File: config.mk
export PLATFORM = sky130hd
export DESIGN_NAME = bcd_clock_calendar
export DESIGN_NICKNAME = d
export VERILOG_FILES = /design/src/rtl/bcdc_pkg.sv /design/src/rtl/bcdc_prescaler.sv /design/src/rtl/bcdc_hour_step.sv /design/src/rtl/bcdc_month_days.sv /design/src/rtl/bcd_clock_calendar.sv
export SDC_FILE = /design/constraint.sdc
export NUM_CORES = 1
export LEC_CHECK = 0
export BUFFER_PORTS_ARGS = -buffer_cell sky130_fd_sc_hd__buf_2
export CAP_MARGIN = 30
export CORE_MARGIN = 3
export CORE_UTILIZATION = 32
export CTS_CLUSTER_DIAMETER = 150
export DETAILED_ROUTE_END_ITERATION = 10
export PLACE_DENSITY_LB_ADDON = 0.08
export SLEW_MARGIN = 20
export SYNTH_ARGS = -nofsm -noshare
export SYNTH_HDL_FRONTEND = slang
export SYNTH_SLANG_ARGS = --single-unit
File: constraint.sdc
create_clock -name clk -period 3.4 [get_ports clk]
set_clock_uncertainty 0.1 [all_clocks]
set_input_delay 0.68 -clock clk [delete_from_list [all_inputs] [get_ports clk]]
set_output_delay 0.68 -clock clk [all_outputs]
set_load 0.05 [all_outputs]
File: src/rtl/bcdc_pkg.sv
package bcdc_pkg;

    typedef enum logic [2:0] {
        ST_IDLE  = 3'd0,
        ST_SEC   = 3'd1,
        ST_MIN   = 3'd2,
        ST_HOUR  = 3'd3,
        ST_DAY   = 3'd4,
        ST_MONTH = 3'd5,
        ST_YEAR  = 3'd6
    } step_t;

    localparam int ADDR_W = 3;

    localparam logic [ADDR_W-1:0] A_SEC   = 3'd0;
    localparam logic [ADDR_W-1:0] A_MIN   = 3'd1;
    localparam logic [ADDR_W-1:0] A_HOUR  = 3'd2;
    localparam logic [ADDR_W-1:0] A_DOW   = 3'd3;
    localparam logic [ADDR_W-1:0] A_DATE  = 3'd4;
    localparam logic [ADDR_W-1:0] A_MONTH = 3'd5;
    localparam logic [ADDR_W-1:0] A_YEAR  = 3'd6;

    // Packed-BCD increment of a two-digit byte (no upper limit applied).
    function automatic logic [7:0] bcd_inc(input logic [7:0] v);
        if (v[3:0] >= 4'd9) begin
            return {v[7:4] + 4'd1, 4'd0};
        end
        return {v[7:4], v[3:0] + 4'd1};
    endfunction

endpackage

File: src/rtl/bcdc_prescaler.sv
module bcdc_prescaler #(
    parameter int DIV = 32768
) (
    input  logic clk,
    input  logic rst_n,
    input  logic run,
    input  logic base_tick,
    input  logic clr,
    output logic sec_pulse
);
    localparam int CNT_W = (DIV > 1) ? $clog2(DIV) : 1;
    localparam logic [CNT_W-1:0] LAST = CNT_W'(DIV - 1);

    logic [CNT_W-1:0] cnt_q;

    always_ff @(posedge clk) begin
        if (!rst_n) begin
            cnt_q <= '0;
        end else if (clr) begin
            cnt_q <= '0;
        end else if (run && base_tick) begin
            cnt_q <= (cnt_q == LAST) ? '0 : cnt_q + 1'b1;
        end
    end

    assign sec_pulse = run && base_tick && !clr && (cnt_q == LAST);

    // a seconds write restarts the divider from zero
    p_clear_restarts_r10: assert property (@(posedge clk) disable iff (!rst_n)
        clr |=> (cnt_q == '0));

    // with the clock halted the divider does not move
    p_halt_holds_count_r2: assert property (@(posedge clk) disable iff (!rst_n)
        (!run && !clr) |=> $stable(cnt_q));

endmodule

File: src/rtl/bcdc_hour_step.sv
module bcdc_hour_step (
    input  logic [7:0] hr_in,
    output logic [7:0] hr_out,
    output logic       day_carry
);
    logic       pm;
    logic [4:0] h12;
    logic [5:0] h24;

    always_comb begin
        pm        = hr_in[5];
        h12       = hr_in[4:0];
        h24       = hr_in[5:0];
        hr_out    = hr_in;
        day_carry = 1'b0;
        if (hr_in[7]) begin
            // bit 7 is always stored as zero; keep value unchanged
            hr_out = hr_in;
        end else if (hr_in[6]) begin
            if (h12 == 5'h11) begin
                hr_out    = {2'b01, ~pm, 5'h12};
                day_carry = pm;
            end else if (h12 == 5'h12) begin
                hr_out = {2'b01, pm, 5'h01};
            end else if (h12[3:0] == 4'd9) begin
                hr_out = {2'b01, pm, 5'h10};
            end else begin
                hr_out = {2'b01, pm, h12[4], h12[3:0] + 4'd1};
            end
        end else begin
            if (h24 == 6'h23) begin
                hr_out    = 8'h00;
                day_carry = 1'b1;
            end else if (h24[3:0] == 4'd9) begin
                hr_out = {2'b00, h24[5:4] + 2'd1, 4'd0};
            end else begin
                hr_out = {2'b00, h24[5:4], h24[3:0] + 4'd1};
            end
        end
    end

endmodule

File: src/rtl/bcdc_month_days.sv
module bcdc_month_days (
    input  logic [7:0] month,
    input  logic [7:0] year,
    output logic [7:0] last_date
);
    logic [5:0] mod_sum;
    logic       leap;

    // 10*t + o is divisible by 4 exactly when 2*t + o is
    always_comb begin
        mod_sum = {1'b0, year[7:4], 1'b0} + {2'b00, year[3:0]};
        leap    = (mod_sum[1:0] == 2'b00);
        unique case (month)
            8'h02:                      last_date = leap ? 8'h29 : 8'h28;
            8'h04, 8'h06, 8'h09, 8'h11: last_date = 8'h30;
            default:                    last_date = 8'h31;
        endcase
    end

endmodule

File: src/rtl/bcd_clock_calendar.sv
module bcd_clock_calendar
    import bcdc_pkg::*;
#(
    parameter int DIV = 32768
) (
    input  logic              clk,
    input  logic              rst_n,
    input  logic              base_tick,
    input  logic [ADDR_W-1:0] reg_addr,
    input  logic              reg_wr,
    input  logic [7:0]        reg_wdata,
    output logic [7:0]        reg_rdata
);
    step_t      state_q, state_d;
    logic [7:0] sec_q, min_q, hr_q, dow_q, date_q, mon_q, yr_q;
    logic       sec_pulse;
    logic       wr_sec;
    logic [7:0] hr_next;
    logic       hr_carry;
    logic [7:0] last_date;

    assign wr_sec = reg_wr && (reg_addr == A_SEC);

    bcdc_prescaler #(.DIV(DIV)) u_presc (
        .clk       (clk),
        .rst_n     (rst_n),
        .run       (!sec_q[7]),
        .base_tick (base_tick),
        .clr       (wr_sec),
        .sec_pulse (sec_pulse)
    );

    bcdc_hour_step u_hour (
        .hr_in     (hr_q),
        .hr_out    (hr_next),
        .day_carry (hr_carry)
    );

    bcdc_month_days u_mdays (
        .month     (mon_q),
        .year      (yr_q),
        .last_date (last_date)
    );

    // Sequencer state register
    always_ff @(posedge clk) begin
        if (!rst_n) begin
            state_q <= ST_IDLE;
        end else begin
            state_q <= state_d;
        end
    end

    // Sequencer next state
    always_comb begin
        state_d = ST_IDLE;
        unique case (state_q)
            ST_IDLE:  state_d = sec_pulse ? ST_SEC : ST_IDLE;
            ST_SEC:   state_d = (sec_q[6:0] == 7'h59) ? ST_MIN : ST_IDLE;
            ST_MIN:   state_d = (min_q == 8'h59) ? ST_HOUR : ST_IDLE;
            ST_HOUR:  state_d = hr_carry ? ST_DAY : ST_IDLE;
            ST_DAY:   state_d = (date_q >= last_date) ? ST_MONTH : ST_IDLE;
            ST_MONTH: state_d = (mon_q == 8'h12) ? ST_YEAR : ST_IDLE;
            ST_YEAR:  state_d = ST_IDLE;
            default:  state_d = ST_IDLE;
        endcase
        if (reg_wr && (state_q != ST_IDLE)) begin
            state_d = ST_IDLE;
        end
    end

    // Register file: a write wins over the step of the active state
    always_ff @(posedge clk) begin
        if (!rst_n) begin
            sec_q  <= 8'h80;
            min_q  <= 8'h00;
            hr_q   <= 8'h00;
            dow_q  <= 8'h01;
            date_q <= 8'h01;
            mon_q  <= 8'h01;
            yr_q   <= 8'h00;
        end else begin
            if (wr_sec) begin
                sec_q <= reg_wdata;
            end else if (state_q == ST_SEC) begin
                sec_q <= (sec_q[6:0] == 7'h59) ? {sec_q[7], 7'h00}
                       : (bcd_inc({1'b0, sec_q[6:0]}) | {sec_q[7], 7'h00});
            end

            if (reg_wr && reg_addr == A_MIN) begin
                min_q <= {1'b0, reg_wdata[6:0]};
            end else if (state_q == ST_MIN) begin
                min_q <= (min_q == 8'h59) ? 8'h00 : bcd_inc(min_q);
            end

            if (reg_wr && reg_addr == A_HOUR) begin
                hr_q <= {1'b0, reg_wdata[6:0]};
            end else if (state_q == ST_HOUR) begin
                hr_q <= hr_next;
            end

            if (reg_wr && reg_addr == A_DOW) begin
                dow_q <= {5'b0, reg_wdata[2:0]};
            end else if (state_q == ST_DAY) begin
                dow_q <= (dow_q >= 8'h07) ? 8'h01 : dow_q + 8'h01;
            end

            if (reg_wr && reg_addr == A_DATE) begin
                date_q <= {2'b0, reg_wdata[5:0]};
            end else if (state_q == ST_DAY) begin
                date_q <= (date_q >= last_date) ? 8'h01 : bcd_inc(date_q);
            end

            if (reg_wr && reg_addr == A_MONTH) begin
                mon_q <= {3'b0, reg_wdata[4:0]};
            end else if (state_q == ST_MONTH) begin
                mon_q <= (mon_q == 8'h12) ? 8'h01 : bcd_inc(mon_q);
            end

            if (reg_wr && reg_addr == A_YEAR) begin
                yr_q <= reg_wdata;
            end else if (state_q == ST_YEAR) begin
                yr_q <= (yr_q == 8'h99) ? 8'h00 : bcd_inc(yr_q);
            end
        end
    end

    // Read port
    always_comb begin
        case (reg_addr)
            A_SEC:   reg_rdata = sec_q;
            A_MIN:   reg_rdata = min_q;
            A_HOUR:  reg_rdata = hr_q;
            A_DOW:   reg_rdata = dow_q;
            A_DATE:  reg_rdata = date_q;
            A_MONTH: reg_rdata = mon_q;
            A_YEAR:  reg_rdata = yr_q;
            default: reg_rdata = 8'h00;
        endcase
    end

    // halted seconds stay put unless written
    p_halt_freezes_r2: assert property (@(posedge clk) disable iff (!rst_n)
        (sec_q[7] && !reg_wr) |=> $stable(sec_q));

    // seconds 59 steps to 00
    p_sec_wrap_r3: assert property (@(posedge clk) disable iff (!rst_n)
        (state_q == ST_SEC && sec_q[6:0] == 7'h59 && !reg_wr) |=> (sec_q[6:0] == 7'h00));

    // day of week 7 steps to 1
    p_dow_wrap_r8: assert property (@(posedge clk) disable iff (!rst_n)
        (state_q == ST_DAY && dow_q == 8'h07 && !reg_wr) |=> (dow_q == 8'h01));

    // year 99 steps to 00
    p_year_wrap_r9: assert property (@(posedge clk) disable iff (!rst_n)
        (state_q == ST_YEAR && yr_q == 8'h99 && !reg_wr) |=> (yr_q == 8'h00));

    // a write during a carry chain returns the sequencer to idle
    p_write_ends_chain_r12: assert property (@(posedge clk) disable iff (!rst_n)
        (reg_wr && state_q != ST_IDLE) |=> (state_q == ST_IDLE));

endmodule

==> impl_metrics.json, run 1 <==
{
  "outcome": "finished clean",
  "powerDensity_nw_per_um2": 379.4,
  "ys.warnings.count": 0,
  "critPathSlowestCell": "dfxtp_1",
  "slew_headroom_pct": 41.18,
  "syn_area_per_cell_sq_um": 8.014,
  "rows": 44,
  "swShare_pct": 26.66,
  "synth-seq-area-share_pct": 29.65,
  "fin_crit_ns": 3.033,
  "clockPowerShare_pct": 46.6,
  "fillers": 1563,
  "hold_viol": 0,
  "start_util_pct": 33.28,
  "synth_cell_types": 64,
  "wire_per_inst_microns": 18.72,
  "rr_worst_depth": 13,
  "clock_latency_ns": 0.35,
  "cts_tree": "done",
  "ys.flop_type": "dfxtp_1",
  "endpoint": "state_q[0]$_SDFF_PP0_",
  "intPower_mw": 1.532,
  "critPathMaxFanout": 8,
  "postRouteAntennaNets": 0,
  "post_cts_buffers": 0,
  "drv_cap": 0,
  "clockRootBuffer": "clkbuf_16",
  "syn_to_final_growth_pct": 11.70,
  "finalSetupTns_ns": 0,
  "worst_slew_pin_slew_ns": 0.8805,
  "critPathKind": "flip-flop to flip-flop",
  "clockBufferDepth": 2,
  "synth_edf_count": 0,
  "antenna_found_initial": 0,
  "drive_above_1_share_pct": 10.48,
  "final-seq-area_sq_um": 1461,
  "synth-async-reset-ratio_pct": 0,
  "slew_viol_final": 0,
  "cp_num_cells": 13,
  "drtIter0Drc": 419,
  "cts_resized": 0,
  "die_area_sq_um": 16930,
  "yosys_register_bits": 73,
  "cts_hold_buf": 0,
  "worst_path_largest_cell_delay_ns": 0.36,
  "layout_common_cells": "nand2_1 (74), dfxtp_1 (73), nor2_1 (51), o21ai_0 (45), ha_1 (33)",
  "leakagePower_nw": 2.098,
  "r2r_start": "mon_q[0]$_SDFFE_PN1P_",
  "die_w_microns": 130.1,
  "hold_class": "flip-flop to flip-flop",
  "io_pins": 23,
  "clk_pin_slew_ns": 0.06,
  "hpwl_mm": 11.08,
  "path_cells": "inv_1, ha_1, nor4b_2, nand2_1, a21oi_1, a31oi_1, ha_1, nor4b_1, o21ai_0, a211oi_2, buf_4, nand2b_1, a31oi_1",
  "via_per_inst": 5.661,
  "grt_pass1_vias": 4339,
  "numCtsBuffers": 9,
  "r2r-end": "state_q[0]$_SDFF_PP0_",
  "core_sq_um": 14810,
  "first_pass_iters": 5,
  "power_frac_seq_pct": 43.5,
  "cp.required_ns": 3.52,
  "p_total_mw": 2.089,
  "grt_usage_pct": 18.69,
  "ir_drop_uv": 280.6,
  "ff2ff_setup_slack_ns": 0.37,
  "combPwrFrac_pct": 9.9,
  "syn_area_sq_um": 4928,
  "critPathArrivalTime_ns": 3.15,
  "syn_inst": 615,
  "routed_wl_mm": 15.24,
  "gp_congestion": 0.8040,
  "max_freq_mhz": 329.8,
  "final_common_cell": "nand2_1",
  "start_kind": "flip-flop",
  "overflow": 0,
  "num_vias": 4608,
  "syn-num-nets": 663,
  "drcViolationCount": 0,
  "multi_input_area_sq_um": 3243,
  "end_kind": "flip-flop",
  "rsz0062_at_grt": "no",
  "clkSinkCount": 73,
  "htreeDepth": 3,
  "setup_viol": 0,
  "path_buf_inv": 2,
  "portBuffers": 22,
  "startpoint": "mon_q[0]$_SDFFE_PN1P_",
  "die_height_microns": 130.1,
  "grt_max_degree": 50,
  "path_delay_family": "simple AND/OR/NAND/NOR gates",
  "period_share_pct": 89.19,
  "layout.nets": 674,
  "p_sw_mw": 0.5569,
  "grt_first_pass_wirelength_mm": 24.12,
  "antenna-diode-count": 0
}
[power by group through the flow]
| stage | clock (mW) | combinational [mW] | sequential, mW |
|---|---|---|---|
| 2_1_floorplan | 0 | 0.146 | 0.910 |
| 3_3_place_gp | 0 | 0.206 | 0.928 |
| 3_5_place_dp | 0 | 0.207 | 0.928 |
| 4_1_cts | 0.993 | 0.208 | 0.909 |
| 5_1_grt | 1.03 | 0.231 | 0.912 |
| 6_report | 0.973 | 0.206 | 0.909 |
[how the worst min path moves through the flow]
stage / endpoint / cells after the start / start
6_report: u_presc.cnt_q[1]$_SDFFE_PP0P_ / 2 / u_presc.cnt_q[1]$_SDFFE_PP0P_
5_1_grt: u_presc.cnt_q[1]$_SDFFE_PP0P_ / 2 / u_presc.cnt_q[1]$_SDFFE_PP0P_
4_1_cts: u_presc.cnt_q[1]$_SDFFE_PP0P_ / 2 / u_presc.cnt_q[1]$_SDFFE_PP0P_
3_5_place_dp: u_presc.cnt_q[1]$_SDFFE_PP0P_ / 2 / u_presc.cnt_q[1]$_SDFFE_PP0P_
3_3_place_gp: u_presc.cnt_q[14]$_SDFFE_PP0P_ / 2 / u_presc.cnt_q[14]$_SDFFE_PP0P_
2_1_floorplan: u_presc.cnt_q[14]$_SDFFE_PP0P_ / 2 / u_presc.cnt_q[14]$_SDFFE_PP0P_
[metrics by stage]
stage	hold WS (ns)	instances	cell area (sq um)	worst slack (ns)	utilization, %
CTS	0.3738	814	5505	0.3842	37.17
floorplan	0.3366	615	4928	0.2459	-
global placement	0.3522	799	5210	0.4831	35.18
finish	0.3714	814	5505	0.3675	37.17
detailed placement	0.3651	799	5210	0.3969	35.18
global route	0.4075	814	5505	0.02747	37.17
[cell usage after synthesis, types with 3 or more instances]
| library cell | number | area [sq um] |
|---|---|---|
| xnor2_1 | 10 | 87.58 |
| mux4_2 | 6 | 135.1 |
| clkbuf_1 | 21 | 78.83 |
| nor2_1 | 51 | 191.4 |
| a21oi_1 | 29 | 145.1 |
| nand2b_1 | 3 | 18.77 |
| nor4bb_1 | 3 | 30.03 |
| o211a_1 | 14 | 140.1 |
| a211oi_1 | 3 | 22.52 |
| o31ai_1 | 3 | 22.52 |
| inv_1 | 24 | 90.09 |
| nor3_1 | 12 | 60.06 |
| nand4_1 | 14 | 87.58 |
| nand3_1 | 31 | 155.2 |
| o21ai_0 | 46 | 230.2 |
| xor2_1 | 13 | 113.9 |
| a21boi_0 | 6 | 45.04 |
| nor3b_1 | 6 | 45.04 |
| or3b_2 | 3 | 26.28 |
| nor2b_1 | 11 | 68.82 |
| a22oi_1 | 9 | 67.56 |
| o211ai_1 | 8 | 60.06 |
| nand3b_1 | 7 | 52.55 |
| buf_2 | 10 | 50.05 |
| ha_1 | 33 | 412.9 |
| dfxtp_1 | 73 | 1461 |
| a22o_1 | 3 | 26.28 |
| and3b_1 | 3 | 26.28 |
| nand2_1 | 74 | 277.8 |
| or3_1 | 5 | 31.28 |
| nor4_1 | 3 | 18.77 |
| and3_1 | 3 | 18.77 |
| o311ai_0 | 5 | 43.79 |
| mux2i_1 | 9 | 90.09 |
| a31oi_1 | 18 | 112.6 |
| and2_1 | 7 | 43.79 |
[kinds of logic (layout without fill, tap and decap cells)]
family | count (synthesis) | count (layout) | synth area share, %
xor gates and xnor gates | 23 | 23 | 4.087
muxes | 17 | 17 | 5.027
DFF | 73 | 73 | 29.65
adders and majority gates | 33 | 33 | 8.378
buffers and inverters | 56 | 71 | 4.544
AOI/OAI and AO/OA | 164 | 164 | 22.14
and+or+nand+nor | 249 | 249 | 26.17
[worst reg2reg max path, stage by stage, from the launching register on]
cell,delay (ns)
dfxtp_1,0.36
inv_1,0.14
ha_1,0.20
nor4b_2,0.35
nand2_1,0.19
a21oi_1,0.15
a31oi_1,0.06
ha_1,0.28
nor4b_1,0.23
o21ai_0,0.17
a211oi_2,0.24
buf_4,0.18
nand2b_1,0.17
a31oi_1,0.09
[sequential cells by signal, summed over array words and instances, names as in the netlist]
name,cells
sec_q,8
state_q,3
u_presc.cnt_q,15
hr_q,7
date_q,8
yr_q,8
dow_q,8
mon_q,8
min_q,8
[layout make-up]
class / instances / area share [%]
multi-input cells: 486 / 58.91
flip-flops and latches: 73 / 26.55
clock buffers: 10 / 4.341
well taps: 184 / 4.182
repair buffers: 32 / 3.364
inverters: 24 / 1.636
clock inverters: 5 / 1.023
[layer usage]
| metal | global-route usage, % | vias up | routed length, microns |
|---|---|---|---|
| li1 | - | 2275 | - |
| met3 | 4.748 | 21 | 707 |
| met4 | 6.540 | 0 | 335 |
| met5 | 0 | - | 0 |
| met2 | 28.24 | 108 | 6778 |
| met1 | 25.87 | 2204 | 7420 |
No activity file was read; power rests on OpenSTA's default activity.
==> run 2, diff against run 1 <==
- CTS_BUF_LIST: unset -> sky130_fd_sc_hd__clkbuf_8
==> impl_metrics.json, run 2 (synthesized netlist as in run 1, its figures left out) <==
{
  "r2r_start": "mon_q[0]$_SDFFE_PN1P_",
  "largest_reg_flops": 15,
  "drive_above_1_share_pct": 10.48,
  "drcViolationCount": 0,
  "endpoint": "date_q[0]$_SDFFE_PN1P_",
  "grt_pass1_vias": 4308,
  "critPathKind": "flip-flop to flip-flop",
  "clkSinkCount": 73,
  "grt_max_degree": 50,
  "grt_usage_pct": 18.58,
  "slew_headroom_pct": 41.76,
  "die_area_sq_um": 16930,
  "top_register": "u_presc.cnt_q",
  "clockBufferDepth": 2,
  "cts_resized": 0,
  "critPathMaxFanout": 8,
  "worst_slew_pin_slew_ns": 0.8718,
  "fin_crit_ns": 3.026,
  "num_vias": 4604,
  "cts_hold_buf": 0,
  "hold_class": "flip-flop to flip-flop",
  "overflow": 0,
  "clockRootBuffer": "clkbuf_8",
  "hold_viol": 0,
  "grt_first_pass_wirelength_mm": 24.06,
  "post_cts_buffers": 0,
  "final_common_cell": "nand2_1",
  "via_per_inst": 5.656,
  "antenna-diode-count": 0,
  "final_util_pct": 36.49,
  "drtIter0Drc": 366,
  "rr_worst_depth": 13,
  "numCtsBuffers": 9,
  "htreeDepth": 3,
  "leakagePower_nw": 2.052,
  "layout_common_cells": "nand2_1 (74), dfxtp_1 (73), nor2_1 (51), o21ai_0 (45), ha_1 (33)",
  "outcome": "finished clean",
  "rsz0062_at_grt": "no",
  "portBuffers": 22,
  "end_kind": "flip-flop",
  "setup_viol": 0,
  "start_kind": "flip-flop",
  "start_util_pct": 33.28,
  "io_pins": 23,
  "rows": 44,
  "powerDensity_nw_per_um2": 338.5,
  "postRouteAntennaNets": 0,
  "wire_per_inst_microns": 18.70,
  "r2r-end": "date_q[0]$_SDFFE_PN1P_",
  "slew_viol_final": 0,
  "period_share_pct": 89.00,
  "hpwl_mm": 11.08,
  "routed_wl_mm": 15.22,
  "syn_to_final_growth_pct": 9.647,
  "clk_pin_slew_ns": 0.08,
  "cp.required_ns": 3.53,
  "die_w_microns": 130.1,
  "ir_drop_uv": 266.7,
  "first_pass_iters": 5,
  "cts_tree": "done",
  "drv_cap": 0,
  "clock_latency_ns": 0.37,
  "core_sq_um": 14810,
  "antenna_found_initial": 0,
  "finalSetupTns_ns": 0,
  "die_height_microns": 130.1,
  "startpoint": "mon_q[0]$_SDFFE_PN1P_",
  "gp_congestion": 0.8040,
  "layout.nets": 674,
  "max_freq_mhz": 330.5,
  "critPathArrivalTime_ns": 3.16,
  "ff2ff_setup_slack_ns": 0.37
}
run 2: cell counts in the layout (fill, tap and decap cells not counted):
No cell type changed its count.
run 2: cell type report:
cell class                 instances  area [sq um]
clock buffer                      10         137.6
clock inverter                     5         56.30
fill                            1570          9405
inverter                          24         90.09
multi-input combinational        486          3243
sequential                        73          1461
tap                              184         230.2
timing repair buffer              32         185.2
run 2: worst min path at each step:
stage	from	slack, ns	endpoint	depth (start not counted)
6_report	u_presc.cnt_q[1]$_SDFFE_PP0P_	0.37	u_presc.cnt_q[1]$_SDFFE_PP0P_	2
5_1_grt	u_presc.cnt_q[1]$_SDFFE_PP0P_	0.41	u_presc.cnt_q[1]$_SDFFE_PP0P_	2
4_1_cts	u_presc.cnt_q[1]$_SDFFE_PP0P_	0.38	u_presc.cnt_q[1]$_SDFFE_PP0P_	2
3_5_place_dp	u_presc.cnt_q[1]$_SDFFE_PP0P_	0.37	u_presc.cnt_q[1]$_SDFFE_PP0P_	2
3_3_place_gp	u_presc.cnt_q[14]$_SDFFE_PP0P_	0.35	u_presc.cnt_q[14]$_SDFFE_PP0P_	2
2_1_floorplan	u_presc.cnt_q[14]$_SDFFE_PP0P_	0.34	u_presc.cnt_q[14]$_SDFFE_PP0P_	2
run 2: critical path, cell delays in order (launching register included):
cell	delay (ns)
dfxtp_1	0.37
inv_1	0.14
ha_1	0.20
nor4b_2	0.35
nand2_1	0.19
a21oi_1	0.15
a31oi_1	0.06
ha_1	0.28
nor4b_1	0.23
o21ai_0	0.17
a211oi_2	0.24
buf_4	0.18
o211a_1	0.16
o211ai_1	0.07
run 2: per-stage QoR:
step                      area [sq um]  hold WS, ns  setup slack, ns  instances  total power [mW]
after global routing              5404       0.4117          0.02146        814             1.910
after detailed placement          5210       0.3651           0.3969        799             1.135
after global placement            5210       0.3522           0.4831        799             1.135
final                             5404       0.3743           0.3739        814             1.829
after CTS                         5404       0.3774           0.3778        814             1.852
after floorplan                   4928       0.3366           0.2459        615             1.056
run 2: routing by layer:
metal,vias up,global-route usage [%],wire (microns)
met3,21,4.748,753
li1,2273,-,-
met1,2192,25.98,7426
met4,0,5.929,318
met5,-,0,0
met2,118,28.03,6724
run 2: where the power goes:
part	switching (mW)	internal, mW	leakage, nW	total [mW]
registers	0.0360	0.872	0.591	0.908
clock network	0.360	0.354	0.0981	0.714
logic	0.132	0.0756	1.36	0.207
total	0.528	1.30	2.05	1.83
==> run 3, diff against run 2 <==
- PLACE_DENSITY_LB_ADDON: 0.08 -> 0.3
==> impl_metrics.json, run 3 (synthesized netlist as in run 1, its figures left out) <==
{
  "syn_to_final_growth_pct": 9.850,
  "rr_worst_depth": 13,
  "die_area_sq_um": 16930,
  "portBuffers": 22,
  "die_w_microns": 130.1,
  "worst_path_largest_cell_delay_ns": 0.37,
  "drv_cap": 0,
  "num_vias": 4676,
  "routed_wl_mm": 14.24,
  "finalSetupTns_ns": 0,
  "overflow": 0,
  "drive_above_1_share_pct": 10.48,
  "powerDensity_nw_per_um2": 338.5,
  "clockRootBuffer": "clkbuf_8",
  "clkSinkCount": 73,
  "largest_reg_flops": 15,
  "die_height_microns": 130.1,
  "io_pins": 23,
  "antenna_found_initial": 0,
  "rows": 44,
  "placed_cells": 797,
  "leakagePower_nw": 2.047,
  "top_register": "u_presc.cnt_q",
  "layout.nets": 673,
  "critPathKind": "flip-flop to flip-flop",
  "outcome": "finished clean",
  "end_kind": "flip-flop",
  "ir_drop_uv": 241.4,
  "start_util_pct": 33.28,
  "numCtsBuffers": 9,
  "worst_slew_pin_slew_ns": 0.8338,
  "path_delay_family": "compound AO/OA/AOI/OAI gates",
  "hpwl_mm": 10.45,
  "grt_first_pass_wirelength_mm": 22.84,
  "hold_class": "flip-flop to flip-flop",
  "path_buf_inv": 2,
  "start_kind": "flip-flop",
  "slew_viol_final": 0,
  "drcViolationCount": 0,
  "hold_viol": 0,
  "r2r_start": "mon_q[0]$_SDFFE_PN1P_",
  "via_per_inst": 5.744,
  "cts_tree": "done",
  "antenna-diode-count": 0,
  "critPathMaxFanout": 7,
  "met3_wirelength_microns": 928,
  "clockBufferDepth": 2,
  "critPathArrivalTime_ns": 3.30,
  "critPathSlowestCell": "dfxtp_1",
  "final_util_pct": 36.56,
  "max_freq_mhz": 322.8,
  "gp_congestion": 0.8729,
  "cp_num_cells": 13,
  "wire_per_inst_microns": 17.49,
  "period_share_pct": 91.12,
  "min_from": "u_presc.cnt_q[1]$_SDFFE_PP0P_",
  "path_cells": "inv_1, ha_1, nor4b_2, nand2_1, a21oi_1, a31oi_1, ha_1, nor4b_1, o21ai_0, a211oi_4, buf_4, nand4_1, a31oi_1",
  "htreeDepth": 3,
  "fillers": 1541,
  "first_pass_iters": 5,
  "final_common_cell": "nand2_1",
  "fin_crit_ns": 3.098,
  "clk_pin_slew_ns": 0.09,
  "pre_cts_slack_ns": 0.2081,
  "postRouteAntennaNets": 0,
  "slew_headroom_pct": 44.30,
  "startpoint": "mon_q[0]$_SDFFE_PN1P_",
  "clock_latency_ns": 0.37,
  "cp.required_ns": 3.61,
  "setup_viol": 0,
  "core_sq_um": 14810,
  "wl_met2_mm": 6.262,
  "p_total_mw": 1.833,
  "fin_ws_ns": 0.3020,
  "grt_max_degree": 31,
  "wl_met1_mm": 6.792,
  "drtIter0Drc": 371,
  "grt_usage_pct": 17.31,
  "final-seq-area_sq_um": 1461,
  "grt_pass1_vias": 4230,
  "multi_input_area_sq_um": 3251,
  "min_path_cells": 2,
  "layout_common_cells": "nand2_1 (74), dfxtp_1 (73), nor2_1 (51), o21ai_0 (45), ha_1 (33)",
  "fin_cells": 814,
  "cts_hold_buf": 0,
  "top_layer_used": "met4"
}
run 3: cell type report:
type                    count  area share [%]
clock buffers              10           2.542
clock inverters             6           1.225
inverters                  24           1.664
multi-input cells         486           60.04
flip-flops and latches     73           26.99
well taps                 184           4.252
repair buffers             31           3.282
run 3: power by group:
group	leakage (nW)	switching, mW	internal (mW)	total [mW]
sequential	0.591	0.0336	0.872	0.906
clock	0.0949	0.361	0.360	0.721
combinational	1.36	0.130	0.0752	0.206
total	2.05	0.525	1.31	1.83
run 3: worst register-to-register path: cells and delay by family (launching register included):
kind | cells | cell delay [ns]
AOI/OAI and AO/OA | 5 | 0.88
adders and majority gates | 2 | 0.48
buffers and inverters | 2 | 0.33
DFF | 1 | 0.37
and+or+nand+nor | 4 | 0.87
run 3: what timing repair did:
item                       4_1_cts  5_1_grt
setup buffers                    0        1
resized for setup                0        1
setup endpoints to repair        0        9
run 3: worst paths after layout:
check / slack, ns / end
max: 0.30 / date_q[5]$_SDFFE_PN0P_
min: 0.38 / u_presc.cnt_q[1]$_SDFFE_PP0P_
max reg2reg: 0.30 / date_q[5]$_SDFFE_PN0P_
min reg2reg: 0.38 / u_presc.cnt_q[1]$_SDFFE_PP0P_
run 3: per-stage QoR:
| stage | hold WS, ns | cell area (sq um) |
|---|---|---|
| 2_1_floorplan | 0.3366 | 4928 |
| 3_3_place_gp | 0.3522 | 5195 |
| 3_5_place_dp | 0.3699 | 5195 |
| 4_1_cts | 0.3821 | 5399 |
| 5_1_grt | 0.4253 | 5414 |
| 6_report | 0.3816 | 5414 |
run 3: metal layers:
| layer | vias to the layer above | GRT usage [%] |
|---|---|---|
| met5 | - | 0 |
| met4 | 0 | 5.562 |
| met3 | 16 | 3.889 |
| met2 | 152 | 25.80 |
| met1 | 2236 | 24.77 |
| li1 | 2272 | - |
